<file path="src/rtl/sop_pkg.sv">
package sop_pkg;

    // read timing for master frames
    typedef enum logic {
        RD_AFTER_CONV  = 1'b0,
        RD_DURING_CONV = 1'b1
    } rd_mode_e;

    // output coding: straight binary keeps the MSB, otherwise it flips
    function automatic logic coded_msb(input logic msb, input logic straight);
        return straight ? msb : ~msb;
    endfunction

endpackage

</file>
<file path="src/rtl/sop_sync.sv">
module sop_sync #(
    parameter int STAGES = 2
) (
    input  logic clk,
    input  logic rst_n,
    input  logic din,
    output logic dout
);
    logic [STAGES-1:0] chain_d, chain_q;

    generate
        if (STAGES == 1) begin : g_single
            always_comb chain_d = din;
        end else begin : g_multi
            always_comb chain_d = {chain_q[STAGES-2:0], din};
        end
    endgenerate

    always_ff @(posedge clk or negedge rst_n) begin
        if (!rst_n) chain_q <= '0;
        else        chain_q <= chain_d;
    end

    assign dout = chain_q[STAGES-1];
endmodule

</file>
<file path="src/rtl/sop_clkgen.sv">
module sop_clkgen #(
    parameter int HALF_DIV = 2
) (
    input  logic clk,
    input  logic rst_n,
    input  logic start,
    input  logic stop,
    output logic bit_end,
    output logic sclk_raw
);
    localparam int PERIOD = 2 * HALF_DIV;
    localparam int CW     = (PERIOD > 2) ? $clog2(PERIOD) : 1;
    localparam logic [CW-1:0] LAST_PH = CW'(PERIOD - 1);
    localparam logic [CW-1:0] MID_PH  = CW'(HALF_DIV);

    typedef struct packed {
        logic          run;
        logic [CW-1:0] cnt;
        logic          sclk;
    } gen_t;

    gen_t st_d, st_q;

    always_comb begin
        st_d    = st_q;
        bit_end = st_q.run && (st_q.cnt == LAST_PH);
        if (start) begin
            st_d.run = 1'b1;
            st_d.cnt = '0;
        end else if (st_q.run) begin
            if (bit_end) begin
                st_d.cnt = '0;
                if (stop) st_d.run = 1'b0;
            end else begin
                st_d.cnt = st_q.cnt + 1'b1;
            end
        end
        // low during the first half of a bit, high during the second half
        st_d.sclk = st_d.run && (st_d.cnt >= MID_PH);
    end

    always_ff @(posedge clk or negedge rst_n) begin
        if (!rst_n) st_q <= '0;
        else        st_q <= st_d;
    end

    assign sclk_raw = st_q.sclk;

    // a bit ends only after a high phase of the clock
    assert_bit_after_high_R2: assert property (@(posedge clk) disable iff (!rst_n)
        bit_end |-> st_q.sclk);
endmodule

</file>
<file path="src/rtl/sop_shifter.sv">
module sop_shifter #(
    parameter int W = 16
) (
    input  logic         clk,
    input  logic         rst_n,
    input  logic         load,
    input  logic [W-1:0] load_val,
    input  logic         shift,
    input  logic         shift_in,
    output logic         msb
);
    logic [W-1:0] sr_d, sr_q;

    always_comb begin
        sr_d = sr_q;
        if (load)       sr_d = load_val;
        else if (shift) sr_d = {sr_q[W-2:0], shift_in};
    end

    always_ff @(posedge clk or negedge rst_n) begin
        if (!rst_n) sr_q <= '0;
        else        sr_q <= sr_d;
    end

    assign msb = sr_q[W-1];

    // a load places the word's top bit on the line next cycle
    assert_load_msb_R8: assert property (@(posedge clk) disable iff (!rst_n)
        load |=> (msb == $past(load_val[W-1])));
    // a shift brings the next lower bit to the line
    assert_shift_order_R1: assert property (@(posedge clk) disable iff (!rst_n)
        (shift && !load) |=> (msb == $past(sr_q[W-2])));
endmodule

</file>
<file path="src/rtl/sop_serial_port.sv">
module sop_serial_port #(
    parameter int W           = 16,
    parameter int HALF_DIV    = 2,
    parameter int SYNC_STAGES = 2
) (
    input  logic         clk,
    input  logic         rst_n,
    input  logic         conv_start,
    input  logic         conv_done,
    input  logic [W-1:0] conv_result,
    input  logic         straight_bin,
    input  logic         ext_clk_sel,
    input  logic         sync_inv,
    input  logic         sclk_inv,
    input  logic         read_during,
    input  logic         cs_n,
    input  logic         sclk_in,
    input  logic         sdin,
    output logic         sdout,
    output logic         sdout_oe,
    output logic         sclk_out,
    output logic         sclk_oe,
    output logic         sync_out,
    output logic         sync_oe
);
    import sop_pkg::*;

    localparam int BW          = $clog2(W);
    localparam int FRAME_CYC   = W * 2 * HALF_DIV;
    localparam int LW          = $clog2(FRAME_CYC + 1);
    localparam logic [BW-1:0] LAST_BIT = BW'(W - 1);

    typedef struct packed {
        logic          frame;
        logic [BW-1:0] bitn;
        logic [W-1:0]  res;
        logic          sdin_cap;
        logic          sclk_prev;
    } port_t;

    port_t st_d, st_q;

    // synchronized external signals
    logic [1:0] ext_raw, ext_lvl;
    assign ext_raw = {sdin, sclk_in};

    generate
        for (genvar g = 0; g < 2; g++) begin : g_in_sync
            sop_sync #(.STAGES(SYNC_STAGES)) i_sync (
                .clk  (clk),
                .rst_n(rst_n),
                .din  (ext_raw[g]),
                .dout (ext_lvl[g])
            );
        end
    endgenerate

    logic         sclk_lvl, sdin_lvl;
    logic         rise_ext, fall_ext, upd_edge, smp_edge;
    logic         slave_on, master_on;
    logic [W-1:0] coded;
    logic         trig, last_bit;
    logic         bit_end, sclk_raw;
    logic         sh_load, sh_shift, sh_in, sh_msb;
    logic [W-1:0] sh_val;

    assign sclk_lvl = ext_lvl[0];
    assign sdin_lvl = ext_lvl[1];

    always_comb begin
        st_d      = st_q;
        slave_on  = ext_clk_sel && !cs_n;
        master_on = !ext_clk_sel && !cs_n;

        coded        = conv_result;
        coded[W-1]   = coded_msb(conv_result[W-1], straight_bin);

        // edge detection on the oversampled external clock
        rise_ext = sclk_lvl && !st_q.sclk_prev;
        fall_ext = !sclk_lvl && st_q.sclk_prev;
        upd_edge = sclk_inv ? fall_ext : rise_ext;
        smp_edge = sclk_inv ? rise_ext : fall_ext;
        st_d.sclk_prev = sclk_lvl;

        // result latch for the read-during-conversion path
        if (conv_done) st_d.res = coded;

        // master frame trigger
        if (rd_mode_e'(read_during) == RD_DURING_CONV)
            trig = master_on && !st_q.frame && conv_start;
        else
            trig = master_on && !st_q.frame && conv_done;

        last_bit = (st_q.bitn == LAST_BIT);

        if (trig) begin
            st_d.frame = 1'b1;
            st_d.bitn  = '0;
        end else if (st_q.frame && bit_end) begin
            if (last_bit) st_d.frame = 1'b0;
            else          st_d.bitn  = st_q.bitn + 1'b1;
        end

        // chain input captured on the sampling edge
        if (slave_on && smp_edge) st_d.sdin_cap = sdin_lvl;

        // shift register control
        sh_load  = trig || (ext_clk_sel && conv_done);
        if (trig && (rd_mode_e'(read_during) == RD_DURING_CONV))
            sh_val = st_q.res;
        else
            sh_val = coded;
        sh_shift = (slave_on && upd_edge) ||
                   (!ext_clk_sel && st_q.frame && bit_end && !last_bit);
        sh_in    = ext_clk_sel ? st_q.sdin_cap : 1'b0;
    end

    always_ff @(posedge clk or negedge rst_n) begin
        if (!rst_n) st_q <= '0;
        else        st_q <= st_d;
    end

    sop_clkgen #(.HALF_DIV(HALF_DIV)) i_clkgen (
        .clk     (clk),
        .rst_n   (rst_n),
        .start   (trig),
        .stop    (last_bit),
        .bit_end (bit_end),
        .sclk_raw(sclk_raw)
    );

    sop_shifter #(.W(W)) i_shifter (
        .clk     (clk),
        .rst_n   (rst_n),
        .load    (sh_load),
        .load_val(sh_val),
        .shift   (sh_shift),
        .shift_in(sh_in),
        .msb     (sh_msb)
    );

    assign sdout    = sh_msb;
    assign sdout_oe = !cs_n;
    assign sclk_out = (ext_clk_sel ? 1'b0 : sclk_raw) ^ sclk_inv;
    assign sclk_oe  = !cs_n && !ext_clk_sel;
    assign sync_out = st_q.frame ^ sync_inv;
    assign sync_oe  = !cs_n && !ext_clk_sel;

    // frame length counter for the sync-width check
    logic [LW-1:0] sync_len_q;
    always_ff @(posedge clk or negedge rst_n) begin
        if (!rst_n)          sync_len_q <= '0;
        else if (st_q.frame) sync_len_q <= sync_len_q + 1'b1;
        else                 sync_len_q <= '0;
    end

    // sync stays asserted for exactly one frame length
    assert_sync_width_R3: assert property (@(posedge clk) disable iff (!rst_n)
        $fell(st_q.frame) |-> (sync_len_q == LW'(FRAME_CYC)));
    // the generated clock only toggles inside an asserted frame
    assert_sclk_inside_sync_R3: assert property (@(posedge clk) disable iff (!rst_n)
        sclk_raw |-> st_q.frame);
    // a running frame is never restarted
    assert_no_restart_R7: assert property (@(posedge clk) disable iff (!rst_n)
        (st_q.frame && !(bit_end && last_bit)) |=> (st_q.frame && $past(st_q.bitn) <= st_q.bitn));
    // deselect removes every output enable
    assert_deselect_hiz_R9: assert property (@(posedge clk) disable iff (!rst_n)
        cs_n |-> (!sdout_oe && !sclk_oe && !sync_oe));
    // in slave mode the clock and sync are never driven
    assert_slave_no_drive_R10: assert property (@(posedge clk) disable iff (!rst_n)
        ext_clk_sel |-> (!sclk_oe && !sync_oe));
endmodule

</file>
<file path="config.mk">
export PLATFORM = sky130hd
export DESIGN_NAME = sop_serial_port
export DESIGN_NICKNAME = d
export VERILOG_FILES = /design/src/rtl/sop_pkg.sv /design/src/rtl/sop_sync.sv /design/src/rtl/sop_clkgen.sv /design/src/rtl/sop_shifter.sv /design/src/rtl/sop_serial_port.sv
export SDC_FILE = /design/constraint.sdc
export NUM_CORES = 1
export LEC_CHECK = 0
export BUFFER_PORTS_ARGS = -buffer_cell sky130_fd_sc_hd__buf_2
export CORE_UTILIZATION = 30
export DETAILED_ROUTE_END_ITERATION = 6
export PLACE_DENSITY = 0.53
export SYNTH_ARGS = -nofsm -noshare
export SYNTH_HDL_FRONTEND = slang
export SYNTH_HIERARCHICAL = 1
export SYNTH_SLANG_ARGS = --single-unit
</file>
<file path="constraint.sdc">
create_clock -name clk -period 2.4 [get_ports clk]
set_input_delay 0.36 -clock clk [delete_from_list [all_inputs] [get_ports clk]]
set_output_delay 0.36 -clock clk [all_outputs]
set_load 0.05 [all_outputs]
</file>
Word-level counts from Yosys, hierarchy flattened:

Index checks and enable logic that the tools add are counted.

* add/sub/neg operators: 2
* multiply operators: 0
* div/mod/pow operators: 0
* order comparisons: 1
* equal/unequal tests: 3
* shifts and indexed selects: 0
* multiplexer cells: 18
* bitwise logic cells: 3
* reductions and logical operators: 30

Operator list (count)
* two-way mux 16 bit: 3
* logical AND 1 bit: 17
* two-way mux 5 bit: 2
* two-way mux 1 bit: 9
* zero test 1 bit: 6
* two-way mux 3 bit: 2
* nonzero test 2 bit: 3
* adder 4 x 1 -> 4 bit (second input constant): 1
* equality test 4 bit (second input constant): 1
* two-way mux 4 bit: 1
* AND reduction 2 bit: 2
* adder 2 x 1 -> 2 bit (second input constant): 1
* equality test 2 bit (second input constant): 1
* greater-or-equal comparator 2 bit (second input constant): 1
* logical OR 1 bit: 2
* two-way mux 2 bit: 1
* != test 2 x 1 -> 1 bit (second input constant): 1
* bitwise XOR 1 bit: 2
* NOT 1 bit: 1

* bits in registers: 47
* latch bits: 0
* RAM bits: 0
* ROM bits: 0
* bits of input ports: 28
* output and inout bits: 6
* word-level logic and storage cells: 68
* memories: 0

Depth between registers and ports, before layout:

Gate-level depths: netlist of run 1.

* depth after elaboration: 8
* gate-level depth with buffers: 9
* mapped depth without buffers: 7

Cells and area by module:

The synthesis of run 1 kept the hierarchy.

By module, submodules not included
* sop_serial_port: times used 1, cells each 107, area an instance 1328.8 µm², sequential area each 575.6 µm²
* sop_shifter: times used 1, cells each 69, area an instance 744.5 µm², sequential area each 400.4 µm²
* sop_clkgen: times used 1, cells each 13, area an instance 166.4 µm², sequential area each 100.1 µm²
* sop_sync: times used 2, cells each 2, area an instance 50.0 µm², sequential area each 50.0 µm²

Worst setup path after synthesis of run 1:

Ideal clock, no wire load.

* kind: register to register
* start point: register st_q[18] (netlist name)
* end point: register i_shifter.sr_q[3]
* library setup time: 0.131 ns
* data arrival time: 1.916 ns
* required time: 2.269 ns
* slack: 0.353 ns
* stages on the path, launching flop included: 10
* buffers on the path: 3
* clock period less this slack: 2.047 ns
* path through: dfrtp_1 > ha_1 > and3_1 > clkbuf_1 > or2_2 > o22ai_1 > buf_6 > buf_12 > mux2i_1 > o21ai_1

RTL lines
* end signal: assignment: line sop_shifter.sv:22 `else sr_q <= sr_d;`
* end: declaration: line sop_shifter.sv:12 `logic [W-1:0] sr_d, sr_q;`

==> impl_summary.log, run 1 <==
INFO  metric outcome = complete, no violations
INFO  metric final-seq-area = 1176 µm²
INFO  metric floorplan.core_area = 7408 µm²
INFO  metric routed-via-count = 1535
INFO  metric synth-seq-area-share = 0.5027
INFO  metric max_cap_viol_count = 0
INFO  metric wl_per_cell = 12.57 µm
INFO  metric worst_setup_path_start_kind = flop
INFO  metric slew_viol_final = 0
INFO  metric clock_tree.root_cell = sky130_fd_sc_hd__clkbuf_8
INFO  metric port-buffer-count = 33
INFO  metric cts_sinks = 47
INFO  metric clock.fmax = 493.2 MHz
INFO  metric ctsHtreeMaxLevel = 2
INFO  metric worst_skew_pair.late_latency = 300 ps
INFO  metric worst_slew_pin_slew = 378.3 ps
INFO  metric gr-total-overflow = 0
INFO  metric routed_via_density = 4.652
INFO  metric average_cell_area_after_synthesis = 12.12 µm²
INFO  metric multi_input_gate_area = 1067 µm²
INFO  metric finalNetCount = 260
INFO  metric setup_tns = 0 ps
INFO  metric asyncSetResetFlopFracSynth = 1.000
INFO  metric max-vdd-ir-drop = 0.2742 mV
INFO  metric worstPathMaxFanout = 16
INFO  metric rsz0062_at_grt = no
INFO  metric synthesis.nets = 223
INFO  metric final_replace_weighted_congestion = 0.6998
INFO  metric number_of_antenna_violations_at_the_first_check_in_global_routing = 0
INFO  metric routed_wl = 4149 µm
INFO  metric drt_pre_antenna_iters = 4
INFO  metric finalSetupViolations = 0
INFO  metric hold_viol = 0
INFO  metric netlist.area_leader.share = 0.5027
INFO  metric skew = 4.866 ps
INFO  metric cp_data_required_time = 2580 ps
INFO  metric crit_path_cell_trace = ha_1 > and3_1 > or2_2 > o22ai_2 > buf_12 > mux2i_1 > o21ai_1
INFO  metric grt_max_degree = 33
INFO  metric cts.clk_slew.worst_paths = 90 ps
INFO  metric fp.dieH = 90.31 µm
INFO  metric die_width = 90.31 µm
INFO  metric ioPinCount = 34
INFO  metric dp_hpwl = 2952 µm
INFO  metric crit_path_dat = 2210 ps
INFO  metric cts-root-to-sink-buffers = 2
INFO  metric synth_area_leader_cell = sky130_fd_sc_hd__dfrtp_1
INFO  metric post_cts_resize_count = 0
INFO  metric cpPeakStageDelay = 410 ps
INFO  metric final_cells = 330
INFO  metric worst_path_max_delay_cell = sky130_fd_sc_hd__dfrtp_1
INFO  metric fin_total_pwr = 2361 µW
INFO  metric ys_warn_count = 6
INFO  metric synth_top_cells_by_area = sky130_fd_sc_hd__dfrtp_1, sky130_fd_sc_hd__mux2_2, sky130_fd_sc_hd__mux2i_1, sky130_fd_sc_hd__mux2_4, sky130_fd_sc_hd__nand2_1
INFO  metric fin_crit = 2028 ps
INFO  metric hold_class = input pin to flop
INFO  metric nFillCells = 732
INFO  metric netlist-cell-type-count = 39
INFO  metric fraction_of_layout_instances_using_a_drive_strength_above_1 = 0.3636
INFO  metric grt_pass1_vias = 1496
INFO  metric grt.total_usage = 0.1076
INFO  metric postSynth.topFlopCell = sky130_fd_sc_hd__dfrtp_1
INFO  metric start_util = 0.3158
INFO  metric final.hold.worst_slack = 169.4 ps
INFO  metric cts_tree = built
INFO  metric worstSetupPathType = flop to flop
INFO  metric ys_ff_latch = 47
INFO  metric floorplan.die_area = 8156 µm²
INFO  metric synthToLayoutAreaGrowth = 16.95%
INFO  metric grt_first_pass_wirelength = 6906 µm
INFO  metric endpoint_kind = flop
INFO  metric number_of_synthesized_flops_with_an_enable_pin = 0
INFO  metric maxSlewHeadroom = 0.7478
INFO  metric syn-cell-area = 2340 µm²
INFO  metric drc_errors = 0
INFO  metric place.detailed.instances = 321
INFO  metric synthCells = 193
INFO  metric power.static_leakage = 0.001214 µW
INFO  metric total_cts_buffers = 5
INFO  metric diodes = 0
INFO  metric rows = 31
INFO  metric power-per-cell-area = 862.9 nW/µm²
INFO  metric min_period_over_period = 0.8449
INFO  metric detailedRoute.firstIterationViolations = 51
INFO  metric antenna_left = 0
==> cell type report <==
cell class              instances  area share
multi-input cells             131      0.3900
clock inverters                 2     0.01280
clock buffers                   6     0.03018
inverters                       5    0.006859
well taps                      99     0.04527
repair buffers                 40     0.08505
flip-flops and latches         47      0.4298
==> cell families (layout without fill, tap and decap cells) <==
kind of cell,after synthesis,in the layout,share of synthesized area
AO/OA/AOI/OAI,33,33,0.08450
XOR/XNOR,4,4,0.01498
adder cells (fa/ha/maj),2,2,0.01069
buffers and inverters,15,53,0.04385
flip-flops,47,47,0.5027
multiplexers,49,49,0.2428
AND/OR/NAND/NOR,43,43,0.1005
==> metrics by stage <==
stage | util | worst slack, ps | area, µm²
floorplan | - | 353.4 | 2340
detailed placement | 0.3521 | 390.5 | 2609
finish | 0.3694 | 372.3 | 2736
global route | 0.3694 | 241.0 | 2736
global placement | 0.3521 | 416.9 | 2609
CTS | 0.3694 | 374.6 | 2736
==> critical path, delay by kind of cell (launching register included) <==
kind | cells | cell delay [ps]
AND/OR/NAND/NOR | 2 | 590
buffers and inverters | 1 | 190
multiplexers | 1 | 220
flip-flops | 1 | 410
adder cells (fa/ha/maj) | 1 | 240
AO/OA/AOI/OAI | 2 | 260
==> per-layer routing <==
metal  global-route usage  vias up  wire, µm
li1                     -      753         -
met1               0.1384      761      2019
met2               0.1756       16      1986
met3              0.01768        5        67
met4              0.05242        0        75
met5                    0        -         0
==> cells in the mapped netlist (2+ instances only) <==
master	instances
sky130_fd_sc_hd__dfrtp_1	47
sky130_fd_sc_hd__mux2_2	22
sky130_fd_sc_hd__nand2_1	20
sky130_fd_sc_hd__mux2i_1	17
sky130_fd_sc_hd__mux2_4	10
sky130_fd_sc_hd__o21ai_1	10
sky130_fd_sc_hd__o21ai_0	8
sky130_fd_sc_hd__inv_1	5
sky130_fd_sc_hd__nor2_1	5
sky130_fd_sc_hd__clkbuf_1	4
sky130_fd_sc_hd__a21o_1	3
sky130_fd_sc_hd__a21oi_1	3
sky130_fd_sc_hd__xnor2_1	3
sky130_fd_sc_hd__and2_1	2
sky130_fd_sc_hd__and3b_1	2
sky130_fd_sc_hd__buf_12	2
sky130_fd_sc_hd__buf_2	2
sky130_fd_sc_hd__ha_1	2
sky130_fd_sc_hd__nand2b_1	2
sky130_fd_sc_hd__nand3_1	2
sky130_fd_sc_hd__nor3b_1	2
sky130_fd_sc_hd__o211ai_1	2
sky130_fd_sc_hd__o221ai_1	2
==> state kept, by name (all words and copies together), names as in the netlist <==
signal                    flops
g_in_sync.i_sync/chain_q      4
i_clkgen/sclk_raw             1
i_clkgen/st_q                 3
i_shifter/sr_q               16
st_q                         23
==> power breakdown <==
group | internal [µW] | total (µW) | switching, µW
clock | 337 | 598 | 261
sequential | 993 | 1120 | 128
combinational | 305 | 642 | 337
==> path summary, 6_finish.rpt <==
path,from,end,slack [ps],depth (start not counted)
setup / recovery,st_q[18],i_shifter/sr_q[5],370,7
hold / removal,sdin,g_in_sync[1].i_sync/chain_q[0],170,1
setup reg to reg,st_q[18],i_shifter/sr_q[5],370,7
hold reg to reg,g_in_sync[1].i_sync/chain_q[0],g_in_sync[1].i_sync/chain_q[1],350,0
max in group asynchronous,rst_n,st_q[2],1370,3
min in group asynchronous,rst_n,st_q[14],460,2
==> cell usage in the layout, fill, tap and decap left out, types with 2 or more instances in the layout <==
cell type	instances
sky130_fd_sc_hd__dfrtp_1	47
sky130_fd_sc_hd__buf_2	33
sky130_fd_sc_hd__mux2_2	22
sky130_fd_sc_hd__nand2_1	20
sky130_fd_sc_hd__mux2i_1	17
sky130_fd_sc_hd__mux2_4	10
sky130_fd_sc_hd__o21ai_1	10
sky130_fd_sc_hd__o21ai_0	8
sky130_fd_sc_hd__clkbuf_8	6
sky130_fd_sc_hd__nor2_1	5
sky130_fd_sc_hd__inv_1	5
sky130_fd_sc_hd__buf_4	5
sky130_fd_sc_hd__a21o_1	3
sky130_fd_sc_hd__a21oi_1	3
sky130_fd_sc_hd__xnor2_1	3
sky130_fd_sc_hd__and3b_1	2
sky130_fd_sc_hd__nand2b_1	2
sky130_fd_sc_hd__and2_1	2
sky130_fd_sc_hd__nand3_1	2
sky130_fd_sc_hd__nor3b_1	2
sky130_fd_sc_hd__o211ai_1	2
sky130_fd_sc_hd__o221ai_1	2
sky130_fd_sc_hd__ha_1	2
==> repair_timing <==
| item | in CTS | in global routing |
|---|---|---|
| hold buffers | 1 | 0 |
| buffers inserted | 0 | 0 |
| hold endpoints to repair | 9 | 0 |
Power figures use the tool's default switching activity.
==> inputs of run 2 (changes only) <==
--- a/config.mk
+++ b/config.mk
@@ -8,7 +8,7 @@
 export BUFFER_PORTS_ARGS = -buffer_cell sky130_fd_sc_hd__buf_2
 export CORE_UTILIZATION = 30
 export DETAILED_ROUTE_END_ITERATION = 6
-export PLACE_DENSITY = 0.53
+export PLACE_DENSITY = 0.55
 export SYNTH_ARGS = -nofsm -noshare
 export SYNTH_HDL_FRONTEND = slang
 export SYNTH_HIERARCHICAL = 1
==> constraint.sdc (replaced) <==
create_clock -name clk -period 1.8 [get_ports clk]
set_input_delay 0.27 -clock clk [delete_from_list [all_inputs] [get_ports clk]]
set_output_delay 0.27 -clock clk [all_outputs]
set_load 0.05 [all_outputs]
==> run 2 against run 1 <==
The run now ends with setup timing left. Design area is 6.4% higher. Hold slack worse by 100 ps. Global-route usage is 1.3 points higher. Register-to-register slack worse by 390 ps. Critical endpoint is now i_shifter/sr_q[7]. Largest cell class unchanged.
==> impl_summary.log, run 2 (same netlist as run 1, synthesis figures left out) <==
INFO  metric antenna_left = 0
INFO  metric total_cts_buffers = 5
INFO  metric max-vdd-ir-drop = 0.4012 mV
INFO  metric fin_total_pwr = 3255 µW
INFO  metric largestRegisters = st_q (23), i_shifter/sr_q (16), g_in_sync.i_sync/chain_q (4)
INFO  metric place.detailed.instances = 332
INFO  metric worstSetupPathType = flop to flop
INFO  metric grt.total_usage = 0.1205
INFO  metric ioPinCount = 34
INFO  metric synthToLayoutAreaGrowth = 24.49%
INFO  metric endpoint_kind = flop
INFO  metric worst_skew_pair.late_latency = 300 ps
INFO  metric cpPeakStageDelay = 390 ps
INFO  metric dp_hpwl = 3195 µm
INFO  metric cts-root-to-sink-buffers = 2
INFO  metric cp_data_required_time = 1990 ps
INFO  metric clock.fmax = 549.5 MHz
INFO  metric routed_via_density = 4.621
INFO  metric preCtsSetupSlack = -82.08 ps
INFO  metric floorplan.die_area = 8156 µm²
INFO  metric grt_max_degree = 48
INFO  metric start_util = 0.3158
INFO  metric layout.cells.most_common_list = sky130_fd_sc_hd__dfrtp_1, sky130_fd_sc_hd__buf_2, sky130_fd_sc_hd__mux2_2, sky130_fd_sc_hd__nand2_1, sky130_fd_sc_hd__buf_4
INFO  metric outcome = finished with violations
INFO  metric final_replace_weighted_congestion = 0.7554
INFO  metric fp.dieH = 90.31 µm
INFO  metric hold_viol = 0
INFO  metric floorplan.core_area = 7408 µm²
INFO  metric gr-total-overflow = 0
INFO  metric cts.clk_slew.worst_paths = 90 ps
INFO  metric fin_crit = 1820 ps
INFO  metric min_period_over_period = 1.011
INFO  metric setup_tns = -49.93 ps
INFO  metric worst_setup_path_start_kind = flop
INFO  metric cts_tree = built
INFO  metric kind_of_cell_adding_the_most_delay_to_the_critical_path = simple AND/OR/NAND/NOR gates
INFO  metric rows = 31
INFO  metric power-per-cell-area = 1118 nW/µm²
INFO  metric most_common_cell_after_layout_fill_and_taps_aside = sky130_fd_sc_hd__dfrtp_1
INFO  metric grt_first_pass_wirelength = 7831 µm
INFO  metric ctsHoldBuffers = 0
INFO  metric ctsHtreeMaxLevel = 2
INFO  metric critPathBufInv = 1
INFO  metric detailedRoute.firstIterationViolations = 115
INFO  metric wl_per_cell = 13.41 µm
INFO  metric largest_register = st_q
INFO  metric hold_class = input pin to asynchronous set/reset pin
INFO  metric rsz0062_at_grt = yes
INFO  metric maxSlewHeadroom = 0.5918
INFO  metric reg2reg_setup_slack = -20 ps
INFO  metric clock_tree.root_cell = sky130_fd_sc_hd__clkbuf_8
INFO  metric postLayoutSetupSlackWorst = -19.90 ps
INFO  metric worst_path_max_delay_cell = sky130_fd_sc_hd__dfrtp_1
INFO  metric drt_pre_antenna_iters = 4
INFO  metric cts_sinks = 47
INFO  metric slew_viol_final = 0
INFO  metric worst_slew_pin_slew = 612.4 ps
INFO  metric max_ffs_per_register = 23
INFO  metric die_width = 90.31 µm
INFO  metric crit_path_cell_trace = ha_2 > and3_4 > or2_4 > o22ai_4 > clkbuf_16 > mux2i_1 > o21ai_1
INFO  metric final_cells = 346
INFO  metric finalNetCount = 276
INFO  metric routed_wl = 4641 µm
INFO  metric drc_errors = 0
INFO  metric skew = 8.660 ps
INFO  metric final.hold.worst_slack = 64.77 ps
INFO  metric diodes = 0
INFO  metric power.static_leakage = 0.001291 µW
INFO  metric grt_pass1_vias = 1595
INFO  metric routed-via-count = 1599
INFO  metric worstPathMaxFanout = 8
INFO  metric max_cap_viol_count = 0
INFO  metric failing_checks = setup timing
INFO  metric finalSetupViolations = 5
INFO  metric port-buffer-count = 33
INFO  metric number_of_antenna_violations_at_the_first_check_in_global_routing = 0
INFO  metric fraction_of_layout_instances_using_a_drive_strength_above_1 = 0.4332
INFO  metric crit_path_dat = 2010 ps
-- run 2: cell types whose count changed in the layout (fill, tap and decap cells not counted), moves of 2 or more --
| cell | previous run | this run |
|---|---|---|
| sky130_fd_sc_hd__buf_12 | 1 | 4 |
| sky130_fd_sc_hd__buf_4 | 5 | 18 |
| sky130_fd_sc_hd__ha_1 | 2 | 0 |
| sky130_fd_sc_hd__ha_2 | 0 | 2 |
| sky130_fd_sc_hd__o21ai_0 | 8 | 5 |
| sky130_fd_sc_hd__o21ai_1 | 10 | 13 |
-- run 2: final timing paths --
path                                                 from  cells after the start                             end
hold / removal                                      rst_n                      2               i_clkgen/sclk_raw
hold reg to reg            g_in_sync[1].i_sync/chain_q[0]                      0  g_in_sync[1].i_sync/chain_q[1]
setup / recovery                                 st_q[18]                      7               i_shifter/sr_q[7]
min in group clk                                     sdin                      1  g_in_sync[1].i_sync/chain_q[0]
setup reg to reg                                 st_q[18]                      7               i_shifter/sr_q[7]
max in group asynchronous                           rst_n                      2              i_shifter/sr_q[15]
-- run 2: metal layers --
metal  routed length (µm)  global-route usage
met1                 2142              0.1574
met2                 2388              0.2004
met3                   69             0.02020
met4                   41             0.04435
met5                    0                   0
-- run 2: final cells by class --
cell class / instances / area, µm²
flip-flops and latches: 47 / 1176
fillers: 730 / 4496
multi-input cells: 131 / 1104
repair buffers: 56 / 405.4
inverters: 5 / 18.77
clock inverters: 2 / 12.51
well taps: 99 / 123.9
clock buffers: 6 / 72.57
-- run 2: through the flow --
step	utilization	cell area, µm²
floorplan	-	2355
global placement	0.3694	2736
detailed placement	0.3694	2736
CTS	0.3896	2887
global route	0.3932	2913
finish	0.3932	2913
-- run 2: worst reg2reg max path: cells and delay by family (launching register included) --
kind	cells	cell delay (ps)
flops	1	390
mux	1	180
fa+ha+maj	1	200
compound gates	2	320
buf+inv	1	220
simple gates	2	410
-- run 2: where the power goes --
| group | switching (µW) | internal, µW | leakage (µW) |
|---|---|---|---|
| clock network | 353 | 272 | 0.0000412 |
| registers | 159 | 1320 | 0.000560 |
| logic | 546 | 601 | 0.000690 |
| total | 1060 | 2200 | 0.00129 |
-- run 2: repair_timing --
action                                 CTS  global route
gates resized for setup                  7             5
pin swaps                                4             5
gates cloned                             1             0
buffers inserted                         3             2
setup endpoints to repair               16            16
endpoints found under the hold margin    0             0
==> inputs of run 3 (changes only) <==
--- a/config.mk
+++ b/config.mk
@@ -5,10 +5,11 @@
 export SDC_FILE = /design/constraint.sdc
 export NUM_CORES = 1
 export LEC_CHECK = 0
+export ABC_AREA = 1
 export BUFFER_PORTS_ARGS = -buffer_cell sky130_fd_sc_hd__buf_2
 export CORE_UTILIZATION = 30
 export DETAILED_ROUTE_END_ITERATION = 6
-export PLACE_DENSITY = 0.55
+export PLACE_DENSITY = 0.56
 export SYNTH_ARGS = -nofsm -noshare
 export SYNTH_HDL_FRONTEND = slang
 export SYNTH_HIERARCHICAL = 1
==> run 3 against run 2 <==
The run now ends clean. Hold slack gained 4.4 ps. Count of clock-buffer cells in the layout shrank 1. Clock skew increased by 1.2 ps. Clock power up 23%. Critical path type unchanged. Critical endpoint is now i_shifter/sr_q[1].
==> impl_summary.log, run 3 <==
INFO  metric outcome = complete, no violations
INFO  metric clock_tree.root_cell = sky130_fd_sc_hd__clkbuf_8
INFO  metric fin_crit = 1621 ps
INFO  metric floorplan.die_area = 8463 µm²
INFO  metric netlist-cell-type-count = 22
INFO  metric start_util = 0.3128
INFO  metric netlist.area_leader.share = 0.4840
INFO  metric cts.clk_slew.worst_paths = 90 ps
INFO  metric drc_errors = 0
INFO  metric rows = 32
INFO  metric worst_skew_pair.late_latency = 300 ps
INFO  metric asyncSetResetFlopFracSynth = 1.000
INFO  metric r2r_end = i_shifter/sr_q[1]
INFO  metric max-vdd-ir-drop = 0.2741 mV
INFO  metric worst_slew_pin_slew = 527.6 ps
INFO  metric synth_top_cells_by_area = sky130_fd_sc_hd__dfrtp_1, sky130_fd_sc_hd__nand2_1, sky130_fd_sc_hd__nand3_1, sky130_fd_sc_hd__inv_1, sky130_fd_sc_hd__buf_6
INFO  metric ioPinCount = 34
INFO  metric largestRegisters = st_q (23), i_shifter/sr_q (16), g_in_sync.i_sync/chain_q (4)
INFO  metric worst_setup_path_startpoint = i_clkgen/st_q[1]
INFO  metric ctsHtreeMaxLevel = 2
INFO  metric grt_first_pass_wirelength = 8949 µm
INFO  metric max_ffs_per_register = 23
INFO  metric synthToLayoutAreaGrowth = 17.15%
INFO  metric detailedRoute.firstIterationViolations = 125
INFO  metric max_cap_viol_count = 0
INFO  metric ys_ff_latch = 47
INFO  metric synthesis.nets = 340
INFO  metric diodes = 0
INFO  metric skew = 9.895 ps
INFO  metric most_common_cell_after_layout_fill_and_taps_aside = sky130_fd_sc_hd__nand2_1
INFO  metric clock.fmax = 616.8 MHz
INFO  metric min_period_over_period = 0.9008
INFO  metric reg2reg_setup_slack = 180 ps
INFO  metric die_width = 92.00 µm
INFO  metric setup_tns = 0 ps
INFO  metric syn-cell-area = 2430 µm²
INFO  metric timing.reg2reg.worst_path_depth = 11
INFO  metric dp_hpwl = 3649 µm
INFO  metric nFillCells = 848
INFO  metric fp.dieH = 92.00 µm
INFO  metric number_of_antenna_violations_at_the_first_check_in_global_routing = 0
INFO  metric r2r_start = i_clkgen/st_q[1]
INFO  metric crit_path_dat = 1850 ps
INFO  metric number_of_synthesized_flops_with_an_enable_pin = 0
INFO  metric slew_viol_final = 0
INFO  metric hold_class = input pin to flop
INFO  metric routed_wl = 5147 µm
INFO  metric endpoint_kind = flop
INFO  metric hold_viol = 0
INFO  metric yosys-top-cells-count = sky130_fd_sc_hd__nand2_1, sky130_fd_sc_hd__nand3_1, sky130_fd_sc_hd__dfrtp_1
INFO  metric routed-via-count = 2054
INFO  metric postSynth.topFlopCell = sky130_fd_sc_hd__dfrtp_1
INFO  metric cts-root-to-sink-buffers = 2
INFO  metric cts_tree = built
INFO  metric power.static_leakage = 0.001561 µW
INFO  metric total_cts_buffers = 5
INFO  metric synthCells = 310
INFO  metric routed_via_density = 4.575
INFO  metric grt_max_degree = 27
INFO  metric synth-seq-area-share = 0.4840
INFO  metric preCtsSetupSlack = 181.5 ps
INFO  metric worstSetupPathType = flop to flop
INFO  metric finalNetCount = 377
INFO  metric floorplan.core_area = 7767 µm²
INFO  metric maxSlewHeadroom = 0.6483
INFO  metric worstPathMaxFanout = 18
INFO  metric ys_warn_count = 6
INFO  metric fraction_of_layout_instances_using_a_drive_strength_above_1 = 0.1844
INFO  metric gr-total-overflow = 0
INFO  metric power-per-cell-area = 809.6 nW/µm²
INFO  metric rsz0062_at_grt = no
INFO  metric setup.worst_path.end = i_shifter/sr_q[1]
INFO  metric postLayoutSetupSlackWorst = 178.6 ps
INFO  metric port-buffer-count = 33
INFO  metric final_replace_weighted_congestion = 0.7724
INFO  metric cts_sinks = 47
INFO  metric synth.most_common_cell = sky130_fd_sc_hd__nand2_1
INFO  metric largest_register = st_q
INFO  metric grt.total_usage = 0.1325
INFO  metric layout.cells.most_common_list = sky130_fd_sc_hd__nand2_1, sky130_fd_sc_hd__nand3_1, sky130_fd_sc_hd__dfrtp_1, sky130_fd_sc_hd__buf_2, sky130_fd_sc_hd__inv_1
INFO  metric synth_area_leader_cell = sky130_fd_sc_hd__dfrtp_1
INFO  metric finalSetupViolations = 0
INFO  metric cp_data_required_time = 2030 ps
INFO  metric average_cell_area_after_synthesis = 7.838 µm²
INFO  metric antenna_left = 0
INFO  metric drt_pre_antenna_iters = 4
INFO  metric wl_per_cell = 11.46 µm
INFO  metric cts_post_setup_buffers_inserted = 0
INFO  metric grt_pass1_vias = 1955
INFO  metric worst_setup_path_start_kind = flop
-- run 3: power breakdown --
| part | switching [µW] | total (µW) | internal [µW] |
|---|---|---|---|
| clock | 363 | 770 | 407 |
| combinational | 212 | 328 | 116 |
| sequential | 52.4 | 1210 | 1150 |
-- run 3: cells by family after synthesis --
| family | synth area share |
|---|---|
| AND/OR/NAND/NOR | 0.3934 |
| flip-flops | 0.4840 |
| buffers and inverters | 0.08187 |
| AO/OA/AOI/OAI | 0.01236 |
| XOR/XNOR | 0.01803 |
| adder cells (fa/ha/maj) | 0.01030 |
-- run 3: per-stage QoR --
stage | util | cell area, µm² | total power (µW) | std cells | hold WS (ps)
6_report | 0.3665 | 2846 | 2304 | 449 | 69.20
5_1_grt | 0.3665 | 2846 | 2431 | 449 | 53.56
4_1_cts | 0.3645 | 2831 | 2324 | 448 | 58.53
3_5_place_dp | 0.3495 | 2715 | 1554 | 440 | 289.3
3_3_place_gp | 0.3495 | 2715 | 1548 | 440 | 286.9
2_1_floorplan | - | 2435 | 1437 | 310 | -25.59
-- run 3: per-layer routing --
metal  vias to the layer above  GRT usage  part of all wire
li1                       1044          -                 -
met1                       972     0.1826              0.49
met2                        32     0.2108              0.47
met3                         6    0.02570             0.032
met4                         0    0.03906             0.014
met5                         -          0                 0
-- run 3: critical path, cell delays in order, from the launching register on --
cell and delay, ps:
sky130_fd_sc_hd__dfrtp_1 400, sky130_fd_sc_hd__ha_1 210, sky130_fd_sc_hd__nand2_1 90, sky130_fd_sc_hd__inv_1 60, sky130_fd_sc_hd__nand2_1 70, sky130_fd_sc_hd__inv_1 50
sky130_fd_sc_hd__nand2_1 90, sky130_fd_sc_hd__o21ai_2 80, sky130_fd_sc_hd__buf_12 160, sky130_fd_sc_hd__nor2_4 210, sky130_fd_sc_hd__nand2_1 70, sky130_fd_sc_hd__nand3_1 60
-- run 3: timing repair --
action	CTS	global route
hold buffers	1	0
gates resized for setup	0	1
endpoints found under the setup margin	0	7
hold endpoints to repair	21	0
-- run 3: worst min-delay path by stage --
stage                                endpoint  startpoint  slack (ps)  cells past startpoint
2_1_floorplan  g_in_sync[0].i_sync/chain_q[0]       rst_n         -30                      0
3_3_place_gp                i_shifter/sr_q[2]       rst_n         290                      1
3_5_place_dp                i_shifter/sr_q[2]       rst_n         290                      1
4_1_cts        g_in_sync[1].i_sync/chain_q[0]        sdin          60                      1
5_1_grt        g_in_sync[1].i_sync/chain_q[0]        sdin          50                      1
6_report       g_in_sync[1].i_sync/chain_q[0]        sdin          70                      1
-- run 3: area by class of cell --
class,count,area (µm²),share of cell area
Clock inverter,2,37.54,0.01319
Timing Repair Buffer,43,280.3,0.09846
Inverter,21,81.33,0.02857
Tap cell,102,127.6,0.04484
Multi-Input combinational cell,229,1075,0.3776
Clock buffer,5,68.82,0.02418
Sequential cell,47,1176,0.4132
